`config.mk`:
```
export PLATFORM = sky130hd
export DESIGN_NAME = hash_status_mon
export DESIGN_NICKNAME = d
export VERILOG_FILES = /design/src/rtl/hsm_pkg.sv /design/src/rtl/hsm_event_flag.sv /design/src/rtl/hsm_compare_hold.sv /design/src/rtl/hsm_access_mon.sv /design/src/rtl/hash_status_mon.sv
export SDC_FILE = /design/constraint.sdc
export NUM_CORES = 1
export LEC_CHECK = 0
export ABC_AREA = 1
export BUFFER_PORTS_ARGS = -buffer_cell sky130_fd_sc_hd__clkbuf_2
export CAP_MARGIN = 40
export CORE_MARGIN = 2
export CORE_UTILIZATION = 41
export CTS_CLUSTER_SIZE = 12
export DETAILED_ROUTE_END_ITERATION = 12
export GPL_ROUTABILITY_DRIVEN = 0
export PLACE_DENSITY = 0.83
export SLEW_MARGIN = 40
export SYNTH_ARGS = -nofsm -noshare
export SYNTH_HDL_FRONTEND = slang
export SYNTH_HIERARCHICAL = 1
export SYNTH_SLANG_ARGS = --single-unit
```
`constraint.sdc`:
```
create_clock -name clk -period 0.9 [get_ports clk]
set_input_delay 0.225 -clock clk [delete_from_list [all_inputs] [get_ports clk]]
set_output_delay 0.225 -clock clk [all_outputs]
set_load 0.02 [all_outputs]
```
`src/rtl/hsm_pkg.sv`:
```
package hsm_pkg;
  localparam int STATUS_W = 32;
  localparam int CODE_W   = 4;
  localparam int TYPE_W   = 3;
  localparam int N_KIND   = 4;

  localparam int POS_DRDY = 0;
  localparam int POS_WRDY = 4;
  localparam int POS_ACC  = 8;
  localparam int POS_TYPE = 12;
  localparam int POS_CHK  = 16;
  localparam int POS_CODE = 20;

  typedef enum logic [TYPE_W-1:0] {
    KIND_IN_WR   = 3'd0,
    KIND_OUT_RD  = 3'd1,
    KIND_MODE_WR = 3'd2,
    KIND_WO_RD   = 3'd3
  } acc_kind_e;
endpackage

```
`src/rtl/hsm_event_flag.sv`:
```
module hsm_event_flag (
  input  logic clk,
  input  logic rst_n,
  input  logic set_i,
  input  logic clr_i,
  output logic flag_o
);
  logic flag_q, flag_d, flag_en;

  always_comb begin
    flag_en = set_i | clr_i;
    flag_d  = set_i;
  end

  always_ff @(posedge clk or negedge rst_n) begin
    if (!rst_n)       flag_q <= 1'b0;
    else if (flag_en) flag_q <= flag_d;
  end

  assign flag_o = flag_q;

  assert_set_wins_R3: assert property (@(posedge clk) disable iff (!rst_n)
    set_i |=> flag_q);
  assert_clear_drops_R3: assert property (@(posedge clk) disable iff (!rst_n)
    (clr_i && !set_i) |=> !flag_q);
  assert_hold_idle_R3: assert property (@(posedge clk) disable iff (!rst_n)
    (!clr_i && !set_i) |=> $stable(flag_q));
endmodule

```
`src/rtl/hsm_compare_hold.sv`:
```
module hsm_compare_hold #(
  parameter int CODE_W = 4
) (
  input  logic              clk,
  input  logic              rst_n,
  input  logic              ld_i,
  input  logic [CODE_W-1:0] code_i,
  input  logic              clr_i,
  output logic [CODE_W-1:0] code_o
);
  logic [CODE_W-1:0] code_q, code_d;
  logic              code_en;

  always_comb begin
    code_en = ld_i | clr_i;
    code_d  = ld_i ? code_i : '0;
  end

  always_ff @(posedge clk or negedge rst_n) begin
    if (!rst_n)       code_q <= '0;
    else if (code_en) code_q <= code_d;
  end

  assign code_o = code_q;

  assert_load_wins_R4: assert property (@(posedge clk) disable iff (!rst_n)
    ld_i |=> (code_q == $past(code_i)));
  assert_code_cleared_R4: assert property (@(posedge clk) disable iff (!rst_n)
    (clr_i && !ld_i) |=> (code_q == '0));
endmodule

```
`src/rtl/hsm_access_mon.sv`:
```
module hsm_access_mon
  import hsm_pkg::*;
#(
  parameter int NK = N_KIND,
  parameter int TW = TYPE_W
) (
  input  logic          clk,
  input  logic          rst_n,
  input  logic [NK-1:0] strobe_i,
  input  logic          busy_i,
  input  logic          dma_mode_i,
  input  logic          dual_buf_i,
  input  logic          sw_rst_i,
  output logic          flag_o,
  output logic [TW-1:0] type_o
);
  logic [NK-1:0] qual;
  logic          any_ev;
  logic [TW-1:0] sel_code;
  logic          flag_q, flag_d, flag_en;
  logic [TW-1:0] type_q, type_d;

  generate
    for (genvar k = 0; k < NK; k++) begin : g_qual
      if (k == int'(KIND_IN_WR)) begin : g_in
        assign qual[k] = strobe_i[k] & busy_i & dma_mode_i & ~dual_buf_i;
      end else if (k == int'(KIND_WO_RD)) begin : g_any
        assign qual[k] = strobe_i[k];
      end else begin : g_busy
        assign qual[k] = strobe_i[k] & busy_i;
      end
    end
  endgenerate

  always_comb begin
    sel_code = '0;
    for (int k = 0; k < NK; k++) begin
      if (qual[k]) sel_code = TW'(k);
    end
    any_ev  = |qual;
    flag_en = any_ev | sw_rst_i;
    flag_d  = any_ev;
    type_d  = any_ev ? sel_code : '0;
  end

  always_ff @(posedge clk or negedge rst_n) begin
    if (!rst_n) begin
      flag_q <= 1'b0;
      type_q <= '0;
    end else if (flag_en) begin
      flag_q <= flag_d;
      type_q <= type_d;
    end
  end

  assign flag_o = flag_q;
  assign type_o = type_q;

  assert_type_range_R6: assert property (@(posedge clk) disable iff (!rst_n)
    type_q < TW'(NK));
  assert_type_needs_flag_R9: assert property (@(posedge clk) disable iff (!rst_n)
    !flag_q |-> (type_q == '0));
  assert_sticky_R9: assert property (@(posedge clk) disable iff (!rst_n)
    (flag_q && !sw_rst_i) |=> flag_q);
  assert_dual_ignore_R7: assert property (@(posedge clk) disable iff (!rst_n)
    (dual_buf_i && !sw_rst_i && (strobe_i[NK-1:1] == '0)) |=> ($stable(type_q) && $stable(flag_q)));
  assert_wo_top_R8: assert property (@(posedge clk) disable iff (!rst_n)
    strobe_i[NK-1] |=> (type_q == TW'(NK-1)));
endmodule

```
`src/rtl/hash_status_mon.sv`:
```
module hash_status_mon
  import hsm_pkg::*;
(
  input  logic              clk,
  input  logic              rst_n,
  input  logic              blk_done_i,
  input  logic              chk_done_i,
  input  logic [CODE_W-1:0] chk_code_i,
  input  logic              in_ready_i,
  input  logic              start_i,
  input  logic              sw_rst_i,
  input  logic              res_rd_i,
  input  logic              acc_in_wr_i,
  input  logic              acc_out_rd_i,
  input  logic              acc_mode_wr_i,
  input  logic              acc_wo_rd_i,
  input  logic              busy_i,
  input  logic              dma_mode_i,
  input  logic              dual_buf_i,
  input  logic              irq_en_drdy_i,
  input  logic              irq_en_chk_i,
  input  logic              irq_en_acc_i,
  output logic [STATUS_W-1:0] status_o,
  output logic              irq_o
);
  logic [1:0]        rst_sync_q;
  logic              rst_int_n;
  logic              clr_done;
  logic              drdy, chk, acc;
  logic [CODE_W-1:0] code;
  logic [TYPE_W-1:0] acc_type;
  logic [N_KIND-1:0] strobes;

  always_ff @(posedge clk or negedge rst_n) begin
    if (!rst_n) rst_sync_q <= 2'b00;
    else        rst_sync_q <= {rst_sync_q[0], 1'b1};
  end
  assign rst_int_n = rst_sync_q[1];

  assign clr_done = start_i | sw_rst_i | res_rd_i;
  assign strobes  = {acc_wo_rd_i, acc_mode_wr_i, acc_out_rd_i, acc_in_wr_i};

  hsm_event_flag u_drdy (
    .clk(clk), .rst_n(rst_int_n), .set_i(blk_done_i), .clr_i(clr_done), .flag_o(drdy)
  );

  hsm_event_flag u_chk (
    .clk(clk), .rst_n(rst_int_n), .set_i(chk_done_i), .clr_i(clr_done), .flag_o(chk)
  );

  hsm_compare_hold #(.CODE_W(CODE_W)) u_code (
    .clk(clk), .rst_n(rst_int_n), .ld_i(chk_done_i), .code_i(chk_code_i),
    .clr_i(clr_done), .code_o(code)
  );

  hsm_access_mon #(.NK(N_KIND), .TW(TYPE_W)) u_acc (
    .clk(clk), .rst_n(rst_int_n), .strobe_i(strobes), .busy_i(busy_i),
    .dma_mode_i(dma_mode_i), .dual_buf_i(dual_buf_i), .sw_rst_i(sw_rst_i),
    .flag_o(acc), .type_o(acc_type)
  );

  always_comb begin
    status_o                        = '0;
    status_o[POS_DRDY]              = drdy;
    status_o[POS_WRDY]              = in_ready_i;
    status_o[POS_ACC]               = acc;
    status_o[POS_TYPE +: TYPE_W]    = acc_type;
    status_o[POS_CHK]               = chk;
    status_o[POS_CODE +: CODE_W]    = code;
  end

  assign irq_o = (drdy & irq_en_drdy_i) | (chk & irq_en_chk_i) | (acc & irq_en_acc_i);

  assert_code_only_when_done_R4: assert property (@(posedge clk) disable iff (!rst_int_n)
    !chk |-> (code == '0));
  assert_irq_source_R11: assert property (@(posedge clk) disable iff (!rst_int_n)
    irq_o |-> (drdy || chk || acc));
  assert_start_keeps_acc_R9: assert property (@(posedge clk) disable iff (!rst_int_n)
    (acc && (start_i || res_rd_i) && !sw_rst_i) |=> acc);
endmodule

```
==> results of run 1 <==
## power by group through the flow
stage / sequential, mW / combinational (mW) / clock, mW
5_1_grt: 0.555 / 0.366 / 0.385
4_1_cts: 0.548 / 0.307 / 0.343
3_3_place_gp: 0.557 / 0.253 / 0
6_report: 0.550 / 0.335 / 0.329
3_5_place_dp: 0.559 / 0.258 / 0
2_1_floorplan: 0.575 / 0.243 / 0
## logic make-up (layout without fill, tap and decap cells)
family                 Yosys count  after routing  share of synthesized area, %
other                            3             23                          1.64
buffers and inverters           37             52                          34.5
and+or+nand+nor                 36             36                          23.0
DFF                             11             11                          40.1
AOI/OAI and AO/OA                1              1                         0.729
## cells in the final DEF (no fill, tap or decap), types with 2 or more instances in the layout
master and n:
sky130_fd_sc_hd__nand2_1 26, sky130_fd_sc_hd__nor2_1 2, sky130_fd_sc_hd__nand2_2 2, sky130_fd_sc_hd__conb_1 23
sky130_fd_sc_hd__clkbuf_2 21, sky130_fd_sc_hd__clkbuf_4 3, sky130_fd_sc_hd__buf_6 5, sky130_fd_sc_hd__buf_4 6
sky130_fd_sc_hd__buf_8 2, sky130_fd_sc_hd__dfrtp_1 11, sky130_fd_sc_hd__inv_1 10, sky130_fd_sc_hd__clkbuf_8 2
sky130_fd_sc_hd__nand4_1 2
## worst max-delay path by stage
| stage | startpoint | endpoint | slack (ps) | cells after the start |
|---|---|---|---|---|
| finish | u_drdy/flag_o | irq_o | -270 | 3 |
| global route | u_chk/flag_o | irq_o | -330 | 3 |
| CTS | u_chk/flag_o | irq_o | -290 | 3 |
| detailed placement | u_chk/flag_o | irq_o | -8 | 3 |
| global placement | u_chk/flag_o | irq_o | 10 | 3 |
| floorplan | u_drdy/flag_o | irq_o | 60 | 2 |
## per-stage QoR
step                      instance area, sq um  hold slack [ps]  setup WS, ps  TNS, ps
after floorplan                            761            -70.6          61.0        0
after global placement                     736             11.4          15.0        0
after detailed placement                   736             13.8         -8.10    -8.10
after CTS                                  853              143          -289    -1820
after global routing                       892              133          -334    -2190
final                                      892              145          -272    -1660
## per-layer routing
metal | track usage, % | vias up | routed length, um
li1 | - | 279 | -
met1 | 13.6 | 256 | 406
met2 | 25.2 | 36 | 699
met3 | 7.60 | 0 | 147
met4 | 3.53 | 0 | 0
met5 | 0 | - | 0
## flip-flops by register name, summed over array words and instances (netlist names)
signal / count
rst_sync_q: 2
u_acc/flag_o: 1
u_drdy/flag_o: 1
u_acc/type_o: 2
u_code/code_o: 4
u_chk/flag_o: 1
## critical path, cell delays in order (launching register included)
cell and delay [ps]:
sky130_fd_sc_hd__dfrtp_1 390, sky130_fd_sc_hd__nand2_1 70, sky130_fd_sc_hd__nand3_2 80, sky130_fd_sc_hd__buf_8 130
## timing repair
item | in CTS | in global routing
gates resized for setup | 6 | 18
hold buffers | 1 | 0
pin swaps | 2 | 3
setup buffers | 6 | 0
setup endpoints to repair | 10 | 11
endpoints found under the hold margin | 2 | 0
## cell type report
cell class              count  share of cell area, %
inverters                  11                   4.63
clock buffers               3                   2.52
well taps                  16                   2.24
repair buffers             37                   30.7
multi-input cells          60                   28.5
clock inverters             1                  0.561
flip-flops and latches     11                   30.9
==> qor.log, run 1 <==
INFO  run_status     outcome=complete, but fails checks
INFO  run_status     violations=setup timing
INFO  sta            final.setup_skew=2.83ps
INFO  synthesis      yosysWarningCount=6
INFO  critical_path  timing.critical_path.from_type=flop
INFO  power          power_leakage=0.561nW
INFO  synthesis      postSynth.topFlopCell=sky130_fd_sc_hd__dfrtp_1
INFO  die            floorplan.die.width=44.9um
INFO  die            initial_core_util=44.5%
INFO  cells_and_area regArea=275squm
INFO  critical_path  reg2reg_from=u_acc/flag_o
INFO  run            timing.max_cap.violations=0
INFO  synthesis      synth.avg_cell_area=7.79squm
INFO  placement      dp_cells=128
INFO  synthesis      post_synth_inst_count=88
INFO  power          net-switching-power=0.391mW
INFO  min_path       hold_path.startpoint=blk_done_i
INFO  sta            rsz_0062_raised_after_global_routing=yes
INFO  critical_path  setup_cp_type=reg2out
INFO  critical_path  rr_endpoint=u_acc/flag_o
INFO  critical_path  critPathArrivalTime=950ps
INFO  die            num_io_pins=55
INFO  clock_tree     clkSlewWorstSetupHoldPaths=70ps
INFO  power          seq_power_share=45.3%
INFO  cells_and_area finalCoreUtilization=57.9%
INFO  clock_tree     cts_inserted_buffers=3
INFO  synthesis      synth.top_cells.by_count=26 x sky130_fd_sc_hd__buf_4, 26 x sky130_fd_sc_hd__nand2_1, 11 x sky130_fd_sc_hd__dfrtp_1
INFO  global_route   grt_pass1_wl=1970um
INFO  cells_and_area multi_input_area=254squm
INFO  clock_tree     clock_tree_from_tritoncts=yes
INFO  clock_tree     ctsHtreeMaxLevel=1
INFO  detailed_routing drc=0
INFO  power          switching_share=32.2%
INFO  min_path       hold_path_end=u_drdy/flag_o
INFO  global_route   pin_count_of_the_biggest_net_entering_global_routing=10
INFO  die            die_height=44.9um
INFO  sta            finalMaxSlewViolations=0
INFO  detailed_routing vias_per_cell=4.11
INFO  synthesis      synth_edf_count=0
INFO  sta            max_freq=854MHz
INFO  critical_path  reg2reg_slack=20ps
INFO  sta            timing.final.setup_violations=10
INFO  synthesis      synth_area=686squm
INFO  clock_tree     max-clock-path-buffers=2
INFO  cells_and_area n_antenna_cell=0
INFO  global_route   number_of_antenna_violations_at_the_first_check_in_global_routing=0
INFO  cells_and_area instances_no_fill=139
INFO  die            rows=14
INFO  synthesis      yosysSeqAreaShare=40.1%
INFO  sta            period_minus_slack=1170ps
INFO  clock_tree     cts.sinks=11
INFO  cells_and_area final.fill_count=152
INFO  die            core_area=0.00154sqmm
INFO  die            floorplan.die_area=0.00202sqmm
INFO  synthesis      netlist_top_cells_area=sky130_fd_sc_hd__dfrtp_1 40%, sky130_fd_sc_hd__buf_4 28%, sky130_fd_sc_hd__nand2_1 14%
INFO  clock_tree     clk_root_buffer_cell=sky130_fd_sc_hd__clkbuf_4
INFO  critical_path  r2r_cells=4
INFO  clock_tree     worstSkewPairLatency=270ps
INFO  detailed_routing drt_wl_total=1250um
INFO  power          power_per_cell_area=1360mW/mm^2
INFO  cells_and_area area.growth.synth_to_final=30.1%
INFO  detailed_routing drt_pass1_iterations=1
INFO  power          post-layout-total-power=1.21mW
INFO  cells_and_area nets=146
INFO  power          pwr-share-comb=27.6%
INFO  min_path       worst_hold_path_class=in2reg
INFO  synthesis      yosys_register_bits=11
INFO  cells_and_area drive_gt1_share=37.4%
INFO  power          worst_ir_drop_vdd=0.00105V
INFO  synthesis      netlist.top_cell.by_area=sky130_fd_sc_hd__dfrtp_1
INFO  global_route   globalRouteOverflowTotal=0
INFO  critical_path  timing.critical_path.required=670ps
INFO  detailed_routing postRouteAntennaNets=0
INFO  detailed_routing dr.first_iter.drc_count=0
INFO  power          intPower=0.823mW
INFO  power          share_clk_of_total_power=27.1%
INFO  critical_path  endpoint_kind=output pin
INFO  global_route   number_of_global_route_vias_before_repair=521
INFO  critical_path  timing.critical_path.fanout_max=3
INFO  detailed_routing via_count=571
INFO  global_route   track_usage=13.9%
INFO  synthesis      ys_async_sr_fraction=100%
INFO  min_path       timing.hold.worst_path_depth=3
INFO  synthesis      netlist.area_leader.share=40.1%
INFO  sta            hold_viol_final=0
INFO  placement      dp.final_hpwl=912um
INFO  synthesis      yosys.cell_types.count=13
INFO  placement      portBuffers=30
INFO  sta            final.period_utilization=130%
INFO  detailed_routing wl_per_cell=9.02um
INFO  sta            postLayoutSetupSlackWorst=-272ps
No activity file was read; power rests on OpenSTA's default activity.
==> run 2, diff against run 1 <==
--- a/config.mk
+++ b/config.mk
@@ -14,6 +14,7 @@
 export DETAILED_ROUTE_END_ITERATION = 12
 export GPL_ROUTABILITY_DRIVEN = 0
 export PLACE_DENSITY = 0.83
+export RECOVER_POWER = 50
 export SLEW_MARGIN = 40
 export SYNTH_ARGS = -nofsm -noshare
 export SYNTH_HDL_FRONTEND = slang
==> qor.log, run 2 (synthesis gave the netlist of run 1 again) <==
INFO  min_path       hold_path_end=u_drdy/flag_o
INFO  detailed_routing drt_pass1_iterations=1 [unchanged]
INFO  detailed_routing via_count=571 [unchanged]
INFO  power          intPower=0.823mW [about the same]
INFO  cells_and_area drive_gt1_share=36.6% [-0.81 points]
INFO  sta            period_minus_slack=1170ps [unchanged]
INFO  clock_tree     clk_root_buffer_cell=sky130_fd_sc_hd__clkbuf_4
INFO  power          power_leakage=0.558nW [-0.53%]
INFO  run_status     violations=setup timing
INFO  die            die_height=44.9um [unchanged]
INFO  die            floorplan.die_area=0.00202sqmm [unchanged]
INFO  critical_path  timing.critical_path.fanout_max=3 [unchanged]
INFO  global_route   pin_count_of_the_biggest_net_entering_global_routing=10 [unchanged]
INFO  critical_path  endpoint_kind=output pin
INFO  detailed_routing wl_per_cell=9.02um [unchanged]
INFO  power          pwr-share-comb=27.6% [about the same]
INFO  sta            finalMaxSlewViolations=0 [unchanged]
INFO  critical_path  timing.critical_path.from_type=flop
INFO  critical_path  timing.critical_path.required=670ps [about the same]
INFO  sta            final.period_utilization=130% [unchanged]
INFO  cells_and_area largest_reg_flops=4 [unchanged]
INFO  global_route   track_usage=13.9% [unchanged]
INFO  clock_tree     max-clock-path-buffers=2 [unchanged]
INFO  die            core_area=0.00154sqmm [unchanged]
INFO  cells_and_area layout.cells.most_common=sky130_fd_sc_hd__nand2_1
INFO  cells_and_area multi_input_area=254squm [unchanged]
INFO  critical_path  rr_endpoint=u_acc/flag_o
INFO  power          worst_ir_drop_vdd=0.00105V [about the same]
INFO  clock_tree     clkSlewWorstSetupHoldPaths=70ps [about the same]
INFO  clock_tree     worstSkewPairLatency=270ps [about the same]
INFO  sta            final.setup_skew=2.80ps [-0.0337 ps]
INFO  detailed_routing drc=0 [unchanged]
INFO  placement      preCtsSetupSlack=-8.10ps [unchanged]
INFO  die            num_io_pins=55 [unchanged]
INFO  sta            timing.final.setup_violations=10 [unchanged]
INFO  detailed_routing vias_per_cell=4.11 [unchanged]
INFO  global_route   number_of_global_route_vias_before_repair=521 [unchanged]
INFO  critical_path  setup_cp_type=reg2out
INFO  sta            postLayoutSetupSlackWorst=-272ps [unchanged]
INFO  run            timing.max_cap.violations=0 [unchanged]
INFO  placement      portBuffers=30 [unchanged]
INFO  cells_and_area mostFrequentLayoutCells=26 x sky130_fd_sc_hd__nand2_1, 23 x sky130_fd_sc_hd__conb_1, 20 x sky130_fd_sc_hd__clkbuf_2
INFO  critical_path  reg2reg_from=u_acc/flag_o
INFO  critical_path  critPathLaunch=u_drdy/flag_o
INFO  global_route   number_of_antenna_violations_at_the_first_check_in_global_routing=0 [unchanged]
INFO  cells_and_area nets=146 [unchanged]
INFO  cells_and_area area.growth.synth_to_final=29.9%
INFO  power          post-layout-total-power=1.21mW [about the same]
INFO  min_path       hold_path.startpoint=blk_done_i
INFO  global_route   grt_pass1_wl=1970um [unchanged]
INFO  global_route   globalRouteOverflowTotal=0 [unchanged]
INFO  power          seq_power_share=45.3% [about the same]
INFO  detailed_routing dr.first_iter.drc_count=0 [unchanged]
INFO  cells_and_area final.fill_count=153 [+0.66%]
INFO  die            floorplan.die.width=44.9um [unchanged]
INFO  die            initial_core_util=44.5% [unchanged]
INFO  detailed_routing drt_wl_total=1250um [unchanged]
INFO  critical_path  r2r_cells=4 [unchanged]
INFO  power          switching_share=32.2% [about the same]
INFO  power          power_per_cell_area=1360mW/mm^2 [about the same]
INFO  placement      dp.final_hpwl=912um [unchanged]
INFO  clock_tree     ctsHtreeMaxLevel=1 [unchanged]
INFO  clock_tree     cts.sinks=11 [unchanged]
INFO  power          net-switching-power=0.391mW [about the same]
INFO  power          share_clk_of_total_power=27.1% [about the same]
INFO  min_path       timing.hold.worst_path_depth=3 [unchanged]
INFO  placement      postPlaceCellArea=736squm [unchanged]
INFO  min_path       worst_hold_path_class=in2reg
INFO  clock_tree     cts_inserted_buffers=3 [unchanged]
INFO  cells_and_area final_cell_area=891squm [-0.14%]
INFO  detailed_routing postRouteAntennaNets=0 [unchanged]
INFO  critical_path  reg2reg_slack=20ps [about the same]
INFO  clock_tree     clock_tree_from_tritoncts=yes
INFO  sta            max_freq=854MHz [unchanged]
INFO  cells_and_area regArea=275squm [unchanged]
INFO  run_status     outcome=complete, but fails checks
INFO  cells_and_area n_antenna_cell=0 [unchanged]
INFO  sta            hold_viol_final=0 [unchanged]
INFO  critical_path  critPathArrivalTime=950ps [about the same]
INFO  sta            rsz_0062_raised_after_global_routing=yes
INFO  die            rows=14 [unchanged]
==> run 2: area by class of cell <==
class                      instances  area share [%]
clock buffer                       3            2.53
tap                               16            2.25
timing repair buffer              37            30.6
sequential                        11            30.9
multi-input combinational         60            28.5
inverter                          11            4.63
clock inverter                     1           0.562
==> run 2: routing by layer <==
| layer | track usage [%] | vias up | share of wire (%) |
|---|---|---|---|
| li1 | - | 279 | - |
| met1 | 13.6 | 256 | 32 |
| met2 | 25.2 | 36 | 56 |
| met3 | 7.60 | 0 | 12 |
| met4 | 3.53 | 0 | 0 |
| met5 | 0 | - | 0 |
==> run 2: worst max-delay path, cell delays in order, from the launching register on <==
cell and delay [ps]:
sky130_fd_sc_hd__dfrtp_1 390, sky130_fd_sc_hd__nand2_1 70, sky130_fd_sc_hd__nand3_2 80, sky130_fd_sc_hd__buf_8 130
==> run 2: worst max-delay path by stage <==
stage,cells past startpoint,end,slack [ps]
2_1_floorplan,2,irq_o,60
3_3_place_gp,3,irq_o,10
3_5_place_dp,3,irq_o,-8
4_1_cts,3,irq_o,-290
5_1_grt,3,irq_o,-330
6_report,3,irq_o,-270
==> run 2: per-stage QoR <==
stage / instances / hold slack [ps] / TNS [ps] / utilization (%)
final: 139 / 145 / -1660 / 57.8
after detailed placement: 128 / 13.8 / -8.10 / 47.7
after CTS: 139 / 143 / -1820 / 55.4
after global routing: 139 / 133 / -2190 / 57.8
after floorplan: 108 / -70.6 / 0 / -
after global placement: 128 / 11.4 / 0 / 47.7
==> run 2: what timing repair did <==
action                                  4_1_cts  5_1_grt
hold buffers                                  1        0
endpoints found under the setup margin       10       11
pin swaps                                     2        3
cloned                                        0        0
endpoints found under the hold margin         2        0
resized for setup                             6       18
setup buffers                                 6        0
==> run 2: power by group through the flow <==
| stage | Sequential [mW] | Combinational, mW | Clock, mW |
|---|---|---|---|
| 2_1_floorplan | 0.575 | 0.243 | 0 |
| 3_3_place_gp | 0.557 | 0.253 | 0 |
| 3_5_place_dp | 0.559 | 0.258 | 0 |
| 4_1_cts | 0.548 | 0.307 | 0.343 |
| 5_1_grt | 0.555 | 0.365 | 0.385 |
| 6_report | 0.550 | 0.334 | 0.329 |
==> run 3, diff against run 2 <==
--- a/config.mk
+++ b/config.mk
@@ -9,11 +9,11 @@
 export BUFFER_PORTS_ARGS = -buffer_cell sky130_fd_sc_hd__clkbuf_2
 export CAP_MARGIN = 40
 export CORE_MARGIN = 2
-export CORE_UTILIZATION = 41
+export CORE_UTILIZATION = 38
 export CTS_CLUSTER_SIZE = 12
 export DETAILED_ROUTE_END_ITERATION = 12
 export GPL_ROUTABILITY_DRIVEN = 0
-export PLACE_DENSITY = 0.83
+export PLACE_DENSITY = 0.77
 export RECOVER_POWER = 50
 export SLEW_MARGIN = 40
 export SYNTH_ARGS = -nofsm -noshare
==> constraint.sdc (replaced) <==
create_clock -name clk -period 1.3 [get_ports clk]
set_input_delay 0.325 -clock clk [delete_from_list [all_inputs] [get_ports clk]]
set_output_delay 0.325 -clock clk [all_outputs]
set_load 0.02 [all_outputs]
==> qor.log, run 3 (synthesis gave the netlist of run 1 again) <==
INFO  run_status     outcome=finished, final reports clean
INFO  cells_and_area finalCoreUtilization=47.8% [-10 points]
INFO  critical_path  critPathMaxStageDelay=400ps [about the same]
INFO  detailed_routing wl_per_cell=7.75um [-14%]
INFO  critical_path  critPathArrivalTime=960ps [about the same]
INFO  clock_tree     max-clock-path-buffers=2 [unchanged]
INFO  detailed_routing drc=0 [unchanged]
INFO  sta            final.period_utilization=99.1%
INFO  clock_tree     cts_inserted_buffers=3 [unchanged]
INFO  min_path       worst_hold_path_class=reg2async
INFO  sta            max_freq=776MHz
INFO  critical_path  worst-path-stages=3 [unchanged]
INFO  die            core_area=0.00171sqmm [+11%]
INFO  clock_tree     clock_tree_from_tritoncts=yes
INFO  critical_path  sequence_of_cells_on_the_critical_path=nand2_1 -> nand3_2 -> buf_6
INFO  clock_tree     clk_root_buffer_cell=sky130_fd_sc_hd__clkbuf_4
INFO  sta            timing.final.setup_violations=0 [-10]
INFO  cells_and_area largest_reg_flops=4 [unchanged]
INFO  critical_path  r2r_cells=3 [-1]
INFO  clock_tree     clkSlewWorstSetupHoldPaths=70ps [about the same]
INFO  sta            final.setup_skew=3.55ps [+0.756 ps]
INFO  die            initial_core_util=40.1% [-4.3 points]
INFO  die            die_height=46.5um [+3.5%]
INFO  global_route   number_of_global_route_vias_before_repair=449 [-14%]
INFO  detailed_routing vias_per_cell=3.63 [-12%]
INFO  critical_path  timing.critical_path.required=980ps [+310 ps]
INFO  detailed_routing postRouteAntennaNets=0 [unchanged]
INFO  power          power_leakage=0.523nW [-6.2%]
INFO  critical_path  critical_path.slowest_cell=sky130_fd_sc_hd__dfrtp_1
INFO  clock_tree     worstSkewPairLatency=270ps [about the same]
INFO  global_route   globalRouteOverflowTotal=0 [unchanged]
INFO  die            floorplan.die.width=46.5um [+3.5%]
INFO  cells_and_area drive_gt1_share=35.0% [-1.6 points]
INFO  cells_and_area layout.cells.most_common=sky130_fd_sc_hd__clkbuf_2
INFO  cells_and_area final_cell_area=817squm [-8.3%]
INFO  sta            whs=142ps [-2.52 ps]
INFO  critical_path  critical_path_buf_inv_count=1 [unchanged]
INFO  critical_path  endpoint_kind=output pin
INFO  critical_path  timing.critical_path.fanout_max=3 [unchanged]
INFO  detailed_routing drt_wl_total=1120um [-10%]
INFO  placement      postPlaceCellArea=747squm [+1.5%]
INFO  sta            period_minus_slack=1290ps
INFO  clock_tree     cts.sinks=11 [unchanged]
INFO  cells_and_area n_antenna_cell=0 [unchanged]
INFO  critical_path  worst_path_dominant_cell_family=flip-flops
INFO  critical_path  reg2reg_slack=510ps [+490 ps]
INFO  clock_tree     ctsHtreeMaxLevel=1 [unchanged]
INFO  die            num_io_pins=55 [unchanged]
INFO  cells_and_area mostFrequentLayoutCells=28 x sky130_fd_sc_hd__clkbuf_2, 26 x sky130_fd_sc_hd__nand2_1, 23 x sky130_fd_sc_hd__conb_1
INFO  cells_and_area area.growth.synth_to_final=19.2%
INFO  cells_and_area nets=143 [-2.1%]
INFO  power          worst_ir_drop_vdd=0.000721V [-31%]
INFO  power          post-layout-total-power=0.806mW [-34%]
INFO  sta            total_negative_setup_slack=0ps [+1660 ps]
INFO  sta            hold_viol_final=0 [unchanged]
INFO  critical_path  setup_cp_type=reg2out
INFO  placement      portBuffers=30 [unchanged]
INFO  run            timing.max_cap.violations=0 [unchanged]
INFO  detailed_routing dr.first_iter.drc_count=1 [+1]
INFO  sta            finalMaxSlewViolations=0 [unchanged]
INFO  global_route   pin_count_of_the_biggest_net_entering_global_routing=10 [unchanged]
INFO  power          power_per_cell_area=986mW/mm^2 [-28%]
INFO  die            floorplan.die_area=0.00216sqmm [+7.2%]
INFO  placement      dp.final_hpwl=913um [+0.11%]
INFO  global_route   grt_pass1_wl=1640um [-17%]
INFO  critical_path  timing.critical_path.from_type=flop
INFO  die            rows=15 [+1]
INFO  detailed_routing via_count=526 [-7.9%]
INFO  global_route   number_of_antenna_violations_at_the_first_check_in_global_routing=0 [unchanged]
INFO  detailed_routing drt_pass1_iterations=4 [+3]
INFO  global_route   track_usage=11.0% [-2.9 points]
run 3: changes by cell type in the layout (fill, tap and decap cells not counted):
| cell | previous run | this run |
|---|---|---|
| sky130_fd_sc_hd__buf_8 | 2 | 0 |
| sky130_fd_sc_hd__buf_4 | 6 | 3 |
| sky130_fd_sc_hd__buf_6 | 5 | 1 |
| sky130_fd_sc_hd__clkbuf_8 | 2 | 0 |
| sky130_fd_sc_hd__clkbuf_2 | 20 | 28 |
run 3: stage by stage:
stage          setup WS, ps  cells
4_1_cts                6.54    142
2_1_floorplan           361    108
6_report               11.4    145
3_3_place_gp            308    137
5_1_grt               -36.5    145
3_5_place_dp            299    137
run 3: area by class of cell:
class | instances | area, sq um
Timing Repair Buffer | 34 | 188
Inverter | 11 | 41.3
Fill cell | 183 | 891
Multi-Input combinational cell | 60 | 254
Clock buffer | 3 | 22.5
Tap cell | 25 | 31.3
Sequential cell | 11 | 275
Clock inverter | 1 | 5.00
run 3: where the power goes:
part           internal, mW  switching (mW)  leakage (nW)
Combinational        0.0634           0.133         0.377
Sequential            0.363          0.0161         0.129
Clock                 0.114           0.118        0.0177
run 3: per-layer routing:
metal	vias up	routed length [um]	global-route usage, %
met2	29	566	18.3
met5	-	0	0
met4	0	0	6.86
met1	224	471	12.4
li1	273	-	-
met3	0	87	2.75
run 3: path summary, 6_finish.rpt:
kind,from,endpoint
max,u_acc/flag_o,irq_o
min,rst_sync_q[1],u_code/code_o[3]
max reg2reg,u_acc/flag_o,u_acc/flag_o
min reg2reg,rst_sync_q[1],u_code/code_o[3]
max in group asynchronous,rst_n,rst_sync_q[0]
min in group clk,blk_done_i,u_drdy/flag_o
run 3: worst register-to-register path, delay by kind of cell, from the launching register on:
| kind | cells | cell delay [ps] |
|---|---|---|
| buffers and inverters | 1 | 140 |
| flip-flops | 1 | 400 |
| AND/OR/NAND/NOR | 2 | 130 |
run 3: timing repair:
action                                 4_1_cts  5_1_grt
hold buffers                                 1        0
resized for setup                            0        4
setup endpoints to repair                    0        1
endpoints found under the hold margin        2        0
buffers inserted                             0        3
